`src/rtl/phacc_pkg.sv`:
```
package phacc_pkg;

    localparam int DEF_ACC_W   = 32;
    localparam int DEF_PH_W    = 12;
    localparam int DEF_NUM_OFS = 4;

    typedef enum logic {
        FWORD_A = 1'b0,
        FWORD_B = 1'b1
    } fword_e;

    typedef struct packed {
        fword_e fsel;
        logic   clear;
        logic   hold;
    } phacc_ctl_t;

    function automatic logic [DEF_ACC_W-1:0] pick_word(
        input fword_e sel,
        input logic [DEF_ACC_W-1:0] w_a,
        input logic [DEF_ACC_W-1:0] w_b
    );
        return (sel == FWORD_B) ? w_b : w_a;
    endfunction

endpackage

```
`src/rtl/phacc_core.sv`:
```
module phacc_core
    import phacc_pkg::*;
#(
    parameter int ACC_W = DEF_ACC_W
) (
    input  logic             clk,
    input  logic             rst,
    input  logic [ACC_W-1:0] freq_a,
    input  logic [ACC_W-1:0] freq_b,
    input  phacc_ctl_t       ctl,
    output logic [ACC_W-1:0] acc_q
);

    logic [ACC_W-1:0] step;
    logic [ACC_W-1:0] acc_d;

    always_comb begin
        step = (ctl.fsel == FWORD_B) ? freq_b : freq_a;
        if (ctl.clear)
            acc_d = '0;
        else
            acc_d = acc_q + step;
    end

    always_ff @(posedge clk) begin
        if (rst)
            acc_q <= '0;
        else if (!ctl.hold)
            acc_d_load: acc_q <= acc_d;
    end


    step_add_chk: assert property (@(posedge clk) disable iff (rst)
        (!ctl.hold && !ctl.clear) |=>
        (acc_q == $past(acc_q) + ((($past(ctl.fsel)) == FWORD_B) ? $past(freq_b) : $past(freq_a))));


    clear_zero_chk: assert property (@(posedge clk) disable iff (rst)
        (ctl.clear && !ctl.hold) |=> (acc_q == '0));


    sleep_acc_chk: assert property (@(posedge clk) disable iff (rst)
        ctl.hold |=> $stable(acc_q));

endmodule

```
`src/rtl/phacc_offset.sv`:
```
module phacc_offset
    import phacc_pkg::*;
#(
    parameter int ACC_W   = DEF_ACC_W,
    parameter int PH_W    = DEF_PH_W,
    parameter int NUM_OFS = DEF_NUM_OFS,
    localparam int OSEL_W = (NUM_OFS > 1) ? $clog2(NUM_OFS) : 1
) (
    input  logic                    clk,
    input  logic                    rst,
    input  logic [ACC_W-1:0]        acc_q,
    input  logic [NUM_OFS*PH_W-1:0] bank,
    input  logic [OSEL_W-1:0]       osel,
    input  phacc_ctl_t              ctl,
    output logic [PH_W-1:0]         phase_q,
    output logic                    vld_q
);

    logic [PH_W-1:0] ofs_arr [NUM_OFS];
    logic [PH_W-1:0] ofs_sel;
    logic [PH_W-1:0] top_bits;
    logic [PH_W-1:0] phase_d;

    for (genvar g = 0; g < NUM_OFS; g++) begin : g_unpack
        assign ofs_arr[g] = bank[g*PH_W +: PH_W];
    end

    always_comb begin
        ofs_sel  = ofs_arr[osel];
        top_bits = ctl.clear ? '0 : acc_q[ACC_W-1 -: PH_W];
        phase_d  = top_bits + ofs_sel;
    end

    always_ff @(posedge clk) begin
        if (rst) begin
            phase_q <= '0;
            vld_q   <= 1'b0;
        end else if (ctl.hold) begin
            vld_q   <= 1'b0;
        end else begin
            phase_q <= phase_d;
            vld_q   <= 1'b1;
        end
    end


    reset_out_chk: assert property (@(posedge clk)
        rst |=> (phase_q == '0 && !vld_q));


    sleep_out_chk: assert property (@(posedge clk) disable iff (rst)
        ctl.hold |=> ($stable(phase_q) && !vld_q));


    vld_rise_chk: assert property (@(posedge clk) disable iff (rst)
        !ctl.hold |=> vld_q);

endmodule

```
`src/rtl/phase_acc_dual.sv`:
```
module phase_acc_dual
    import phacc_pkg::*;
#(
    parameter int ACC_W   = DEF_ACC_W,
    parameter int PH_W    = DEF_PH_W,
    parameter int NUM_OFS = DEF_NUM_OFS,
    localparam int OSEL_W = (NUM_OFS > 1) ? $clog2(NUM_OFS) : 1
) (
    input  logic                    clk,
    input  logic                    rst,
    input  logic [ACC_W-1:0]        freq0_i,
    input  logic [ACC_W-1:0]        freq1_i,
    input  logic                    freq_sel_i,
    input  logic [NUM_OFS*PH_W-1:0] ofs_bank_i,
    input  logic [OSEL_W-1:0]       ofs_sel_i,
    input  logic                    acc_clear_i,
    input  logic                    sleep_i,
    output logic [PH_W-1:0]         phase_o,
    output logic                    phase_vld_o
);

    phacc_ctl_t       ctl;
    logic [ACC_W-1:0] acc_q;

    always_comb begin
        ctl.fsel  = fword_e'(freq_sel_i);
        ctl.clear = acc_clear_i;
        ctl.hold  = sleep_i;
    end

    phacc_core #(
        .ACC_W (ACC_W)
    ) u_core (
        .clk    (clk),
        .rst    (rst),
        .freq_a (freq0_i),
        .freq_b (freq1_i),
        .ctl    (ctl),
        .acc_q  (acc_q)
    );

    phacc_offset #(
        .ACC_W   (ACC_W),
        .PH_W    (PH_W),
        .NUM_OFS (NUM_OFS)
    ) u_offset (
        .clk     (clk),
        .rst     (rst),
        .acc_q   (acc_q),
        .bank    (ofs_bank_i),
        .osel    (ofs_sel_i),
        .ctl     (ctl),
        .phase_q (phase_o),
        .vld_q   (phase_vld_o)
    );

endmodule

```
`config.mk`:
```
export PLATFORM = sky130hd
export DESIGN_NAME = phase_acc_dual
export DESIGN_NICKNAME = d
export VERILOG_FILES = /design/src/rtl/phacc_pkg.sv /design/src/rtl/phacc_core.sv /design/src/rtl/phacc_offset.sv /design/src/rtl/phase_acc_dual.sv
export SDC_FILE = /design/constraint.sdc
export NUM_CORES = 1
export LEC_CHECK = 0
export BUFFER_PORTS_ARGS = -buffer_cell sky130_fd_sc_hd__buf_4
export CORE_MARGIN = 4
export CORE_UTILIZATION = 58
export CTS_BUF_LIST = sky130_fd_sc_hd__clkbuf_8
export DETAILED_ROUTE_END_ITERATION = 12
export GPL_TIMING_DRIVEN = 0
export HOLD_SLACK_MARGIN = 0.15
export PLACE_DENSITY = 0.91
export SLEW_MARGIN = 30
export SYNTH_ARGS = -nofsm -noshare
export SYNTH_HDL_FRONTEND = slang
export SYNTH_SLANG_ARGS = --single-unit
```
`constraint.sdc`:
```
create_clock -name clk -period 8.05 [get_ports clk]
set_clock_uncertainty 0.2 [all_clocks]
set_input_delay 2.415 -clock clk [delete_from_list [all_inputs] [get_ports clk]]
set_output_delay 2.415 -clock clk [all_outputs]
set_load 0.02 [all_outputs]
```
==> results_tabular.tex <==
\begin{tabular}{lr}
\hline
Metric & Value \\
\hline
\multicolumn{2}{l}{\textbf{Outcome}} \\
\quad Status & completed \\
\multicolumn{2}{l}{\textbf{Power and ir drop}} \\
\quad Power per cell area & 135 nW/µm² \\
\quad Worst VDD drop & 0.0773 mV \\
\quad Clock power share & 0.241 \\
\quad Reg power frac & 0.336 \\
\quad Net switching share of the total power & 0.343 \\
\quad Relative contribution of combinational cells to total power & 0.424 \\
\quad Internal Dissipation & 494 µW \\
\quad Switching Power & 258 µW \\
\quad Leakage power summed over all cells & 2.60 nW \\
\multicolumn{2}{l}{\textbf{Detailed routing}} \\
\quad Post-detailed-route DRC marker count & 0 \\
\quad Vias & 4,708 \\
\quad Starting DRT DRC Count & 327 \\
\quad Average wire per cell in the routed design & 17.7 µm \\
\quad Remaining number of nets flagged by the antenna check after routing & 0 \\
\quad Number of iterations in the first detailed-routing pass & 5 \\
\quad Mean number of vias per cell & 6.15 \\
\quad Post-detailed-routing wire length & 13.5 mm \\
\multicolumn{2}{l}{\textbf{Cells and area}} \\
\quad NumNets Final & 828 \\
\quad Post-synthesis to final-layout area growth & 27.6\% \\
\quad Finished Layout Cells & 765 \\
\quad Final standard cell area without fillers & 5590 µm² \\
\quad Antenna fix cells & 0 \\
\quad Ratio of cells with drive above 1 in the final layout & 0.282 \\
\multicolumn{2}{l}{\textbf{STA}} \\
\quad Minimum clock period after layout & 6.06 ns \\
\quad Total negative slack for setup checks & 0 ns \\
\quad Transition time of the tightest slew-check pin & 1.06 ns \\
\quad Setup violators final & 0 \\
\quad Portion of the clock cycle consumed by the worst path in the final layout & 0.753 \\
\quad Setup repair after global routing missed its margin & no \\
\quad Number of slew-limit violations in the final report & 0 \\
\quad Number of hold-slack violations in the final timing report & 0 \\
\quad Fmax & 0.165 GHz \\
\quad Worst slew margin relative to its limit & 0.290 \\
\quad Final-layout worst hold slack & 0.278 ns \\
\quad Final worst setup slack & 1.99 ns \\
\multicolumn{2}{l}{\textbf{Place}} \\
\quad Placed cell areas & 5470 µm² \\
\quad Half-perimeter wire length of the detailed placement result & 10.9 mm \\
\quad Port Buffers & 129 \\
\quad Pre-CTS setup slack & 1.70 ns \\
\quad Cell count after placement & 757 \\
\quad Weighted congestion at the end of routability-driven global placement & 0.949 \\
\multicolumn{2}{l}{\textbf{Clocking}} \\
\quad Hold-fix buffer count after cts & 0 \\
\quad Clock-pin slew of the registers on the worst-case setup and hold paths & 0.09 ns \\
\quad Maximum level of the CTS H-tree & 2 \\
\quad Post-cts sizing count & 0 \\
\quad CTS Root Buffer Type & clkbuf\_8 \\
\quad Clock Path Buffers & 2 \\
\quad TritonCTS buffer count & 5 \\
\quad Post-CTS setup buffer count & 0 \\
\quad CTS tree & yes \\
\quad Number of sinks on the clock net & 45 \\
\quad Clk Latency, worst-skew pair & 0.30 ns \\
\multicolumn{2}{l}{\textbf{Synth}} \\
\quad Synth Register Bits & 45 \\
\quad Xor and xnor fraction of the mapped netlist area & 0.0660 \\
\quad Synthesized area per cell & 8.28 µm² \\
\quad Largest family of logic cells by synthesized area & compound AO/OA/AOI/OAI gates \\
\quad Share of Yosys cell area claimed by the top area cell type & 0.206 \\
\quad Cells taking the most area after synthesis & dfxtp\_1 21\%, ha\_1 12\%, mux2\_2 8.0\% \\
\quad Post-synthesis share of cell area spent on and, or, nand and nor gates & 0.171 \\
\quad Synth warn & 0 \\
\quad Number of enable flip-flop cells after synthesis & 0 \\
\quad FFs w/ async S/R, synth & 0 \\
\quad Post-synthesis sequential area ratio & 0.206 \\
\quad Number of distinct library cells after synthesis & 53 \\
\quad Synthesized-area fraction occupied by ao, oa, aoi and oai cells & 0.241 \\
\quad Leading area contributor after synthesis & dfxtp\_1 \\
\quad Primary flip-flop cell chosen by synthesis mapping & dfxtp\_1 \\
\quad Cells after synthesis & 529 \\
\quad Area share of fa/ha/maj cells after synthesis & 0.129 \\
\quad Share of synthesized area spent on multiplexers & 0.155 \\
\quad Post-synthesis instance area & 4380 µm² \\
\quad Net count after synthesis & 692 \\
\multicolumn{2}{l}{\textbf{Critical path}} \\
\quad Critical path start-end classification & in -> reg \\
\quad Crit-path slowest cell & buf\_1 \\
\quad Worst setup SP type & input pin \\
\quad Biggest cell delay along the critical path & 0.61 ns \\
\quad WP data arrival & 6.09 ns \\
\quad Crit path capture type & flop \\
\quad Maximum fanout along the worst path & 10 \\
\quad CP Cell Sequence & clkbuf\_1 > buf\_1 > mux2\_2 > ha\_1 > clkbuf\_1 > o21ai\_0 > o21bai\_1 > a211oi\_1 > o21ai\_0 > mux2\_2 > a31oi\_1 > a21oi\_1 > o21ai\_0 \\
\quad Required time worst endpoint & 8.08 ns \\
\quad Worst path most repeated cell & o21ai\_0 \\
\multicolumn{2}{l}{\textbf{Global routing}} \\
\quad Wire length of the first global-routing pass & 21.5 mm \\
\quad Number of antenna violations at the first check in global routing & 0 \\
\quad GRT Total Usage & 0.301 \\
\quad Vias in the first global route & 4,590 \\
\quad Pin count of the biggest net entering global routing & 14 \\
\quad Overall overflow remaining after global route & 0 \\
\multicolumn{2}{l}{\textbf{Floorplanning}} \\
\quad \# IOs & 132 \\
\quad FP Rows & 31 \\
\quad Chip Height & 94.9 µm \\
\quad Placeable Area & 7290 µm² \\
\quad Initial core utilization & 0.601 \\
\quad Width of the chip & 94.9 µm \\
\quad Overall die area & 9010 µm² \\
\multicolumn{2}{l}{\textbf{Min path}} \\
\quad Hold Crit Class & reg -> reg \\
\multicolumn{2}{l}{\textbf{Flow run}} \\
\quad Number of violations of the max-capacitance limit & 0 \\
\hline
\end{tabular}
worst max-delay path: cells and delay by family:
| family | cells | cell delay [ns] |
|---|---|---|
| mux | 2 | 0.82 |
| fa+ha+maj | 1 | 0.27 |
| compound gates | 7 | 1.35 |
| buf+inv | 3 | 1.23 |
kinds of logic (layout without fill, tap and decap cells):
family	Yosys count	count (layout)
DFF	45	45
adders and majority gates	44	44
buffers and inverters	37	174
muxes	49	49
AOI/OAI and AO/OA	164	164
and+or+nand+nor	157	157
xor gates and xnor gates	33	33
per-layer routing:
layer  vias up  share of wire  track usage
li1       2233              -            -
met1      2215           0.40        0.371
met2       225           0.50        0.537
met3        35          0.076       0.0526
met4         0          0.020       0.0793
met5         -              0            0
cells in the mapped netlist, drive strengths merged, types with 2 or more instances:
master / n
o21a: 6
clkbuf: 26
buf: 4
o211ai: 4
a21boi: 2
and3: 3
mux2i: 6
mux2: 31
nand2b: 8
a211oi: 7
inv: 7
xnor2: 23
and4: 2
nand2: 40
o21bai: 2
a22oi: 8
nor2: 48
or2: 2
xor2: 10
a22o: 7
a221oi: 2
a31oi: 4
ha: 42
or3: 3
a2111oi: 3
a21oi: 42
nand4: 8
a21o: 22
nor3: 9
mux4: 12
nand3: 11
nor2b: 16
o21ai: 47
and2: 3
dfxtp: 45
fa: 2
per-stage QoR:
step	util	total power, mW
2_1_floorplan	-	0.466
3_3_place_gp	0.751	0.558
3_5_place_dp	0.751	0.570
4_1_cts	0.767	0.749
5_1_grt	0.767	0.797
6_report	0.767	0.753
cells in the final DEF (no fill, tap or decap), drive strengths merged, types with 7 or more instances in the layout:
| cell | count |
|---|---|
| a211oi | 7 |
| a21o | 22 |
| a21oi | 42 |
| a22o | 7 |
| a22oi | 8 |
| buf | 133 |
| clkbuf | 32 |
| dfxtp | 45 |
| ha | 42 |
| inv | 8 |
| mux2 | 31 |
| mux4 | 12 |
| nand2 | 40 |
| nand2b | 8 |
| nand3 | 11 |
| nand4 | 8 |
| nor2 | 48 |
| nor2b | 16 |
| nor3 | 9 |
| o21ai | 47 |
| xnor2 | 23 |
| xor2 | 10 |
power by group through the flow:
stage                     registers [mW]  clock network, mW  logic [mW]
final                              0.253              0.181       0.319
after global routing               0.255              0.192       0.350
after CTS                          0.252              0.182       0.315
after detailed placement           0.257                  0       0.312
after global placement             0.256                  0       0.302
after floorplan                    0.261                  0       0.204
final timing paths:
kind / to / startpoint / cells past startpoint / slack (ns)
setup / recovery: u_core.acc_q[31] / freq_sel_i / 13 / 1.99
hold reg to reg: u_core.acc_q[30] / u_core.acc_q[30] / 2 / 0.28
hold / removal: u_core.acc_q[30] / u_core.acc_q[30] / 2 / 0.28
setup reg to reg: u_core.acc_q[30] / u_core.acc_q[0] / 11 / 5.05
state kept, by name (all words and copies together), names as in the netlist:
signal	flops
u_core.acc_q	32
u_offset.phase_q	12
u_offset.vld_q	1
final cells by class:
class,count,area (µm²)
Multi-Input combinational cell,447,3340
Fill cell,532,1700
Timing Repair Buffer,129,968
Sequential cell,45,901
Tap cell,99,124
Buffer,30,115
Clock buffer,6,82.6
Clock inverter,2,33.8
Inverter,7,26.3
No activity file was read; power rests on OpenSTA's default activity.
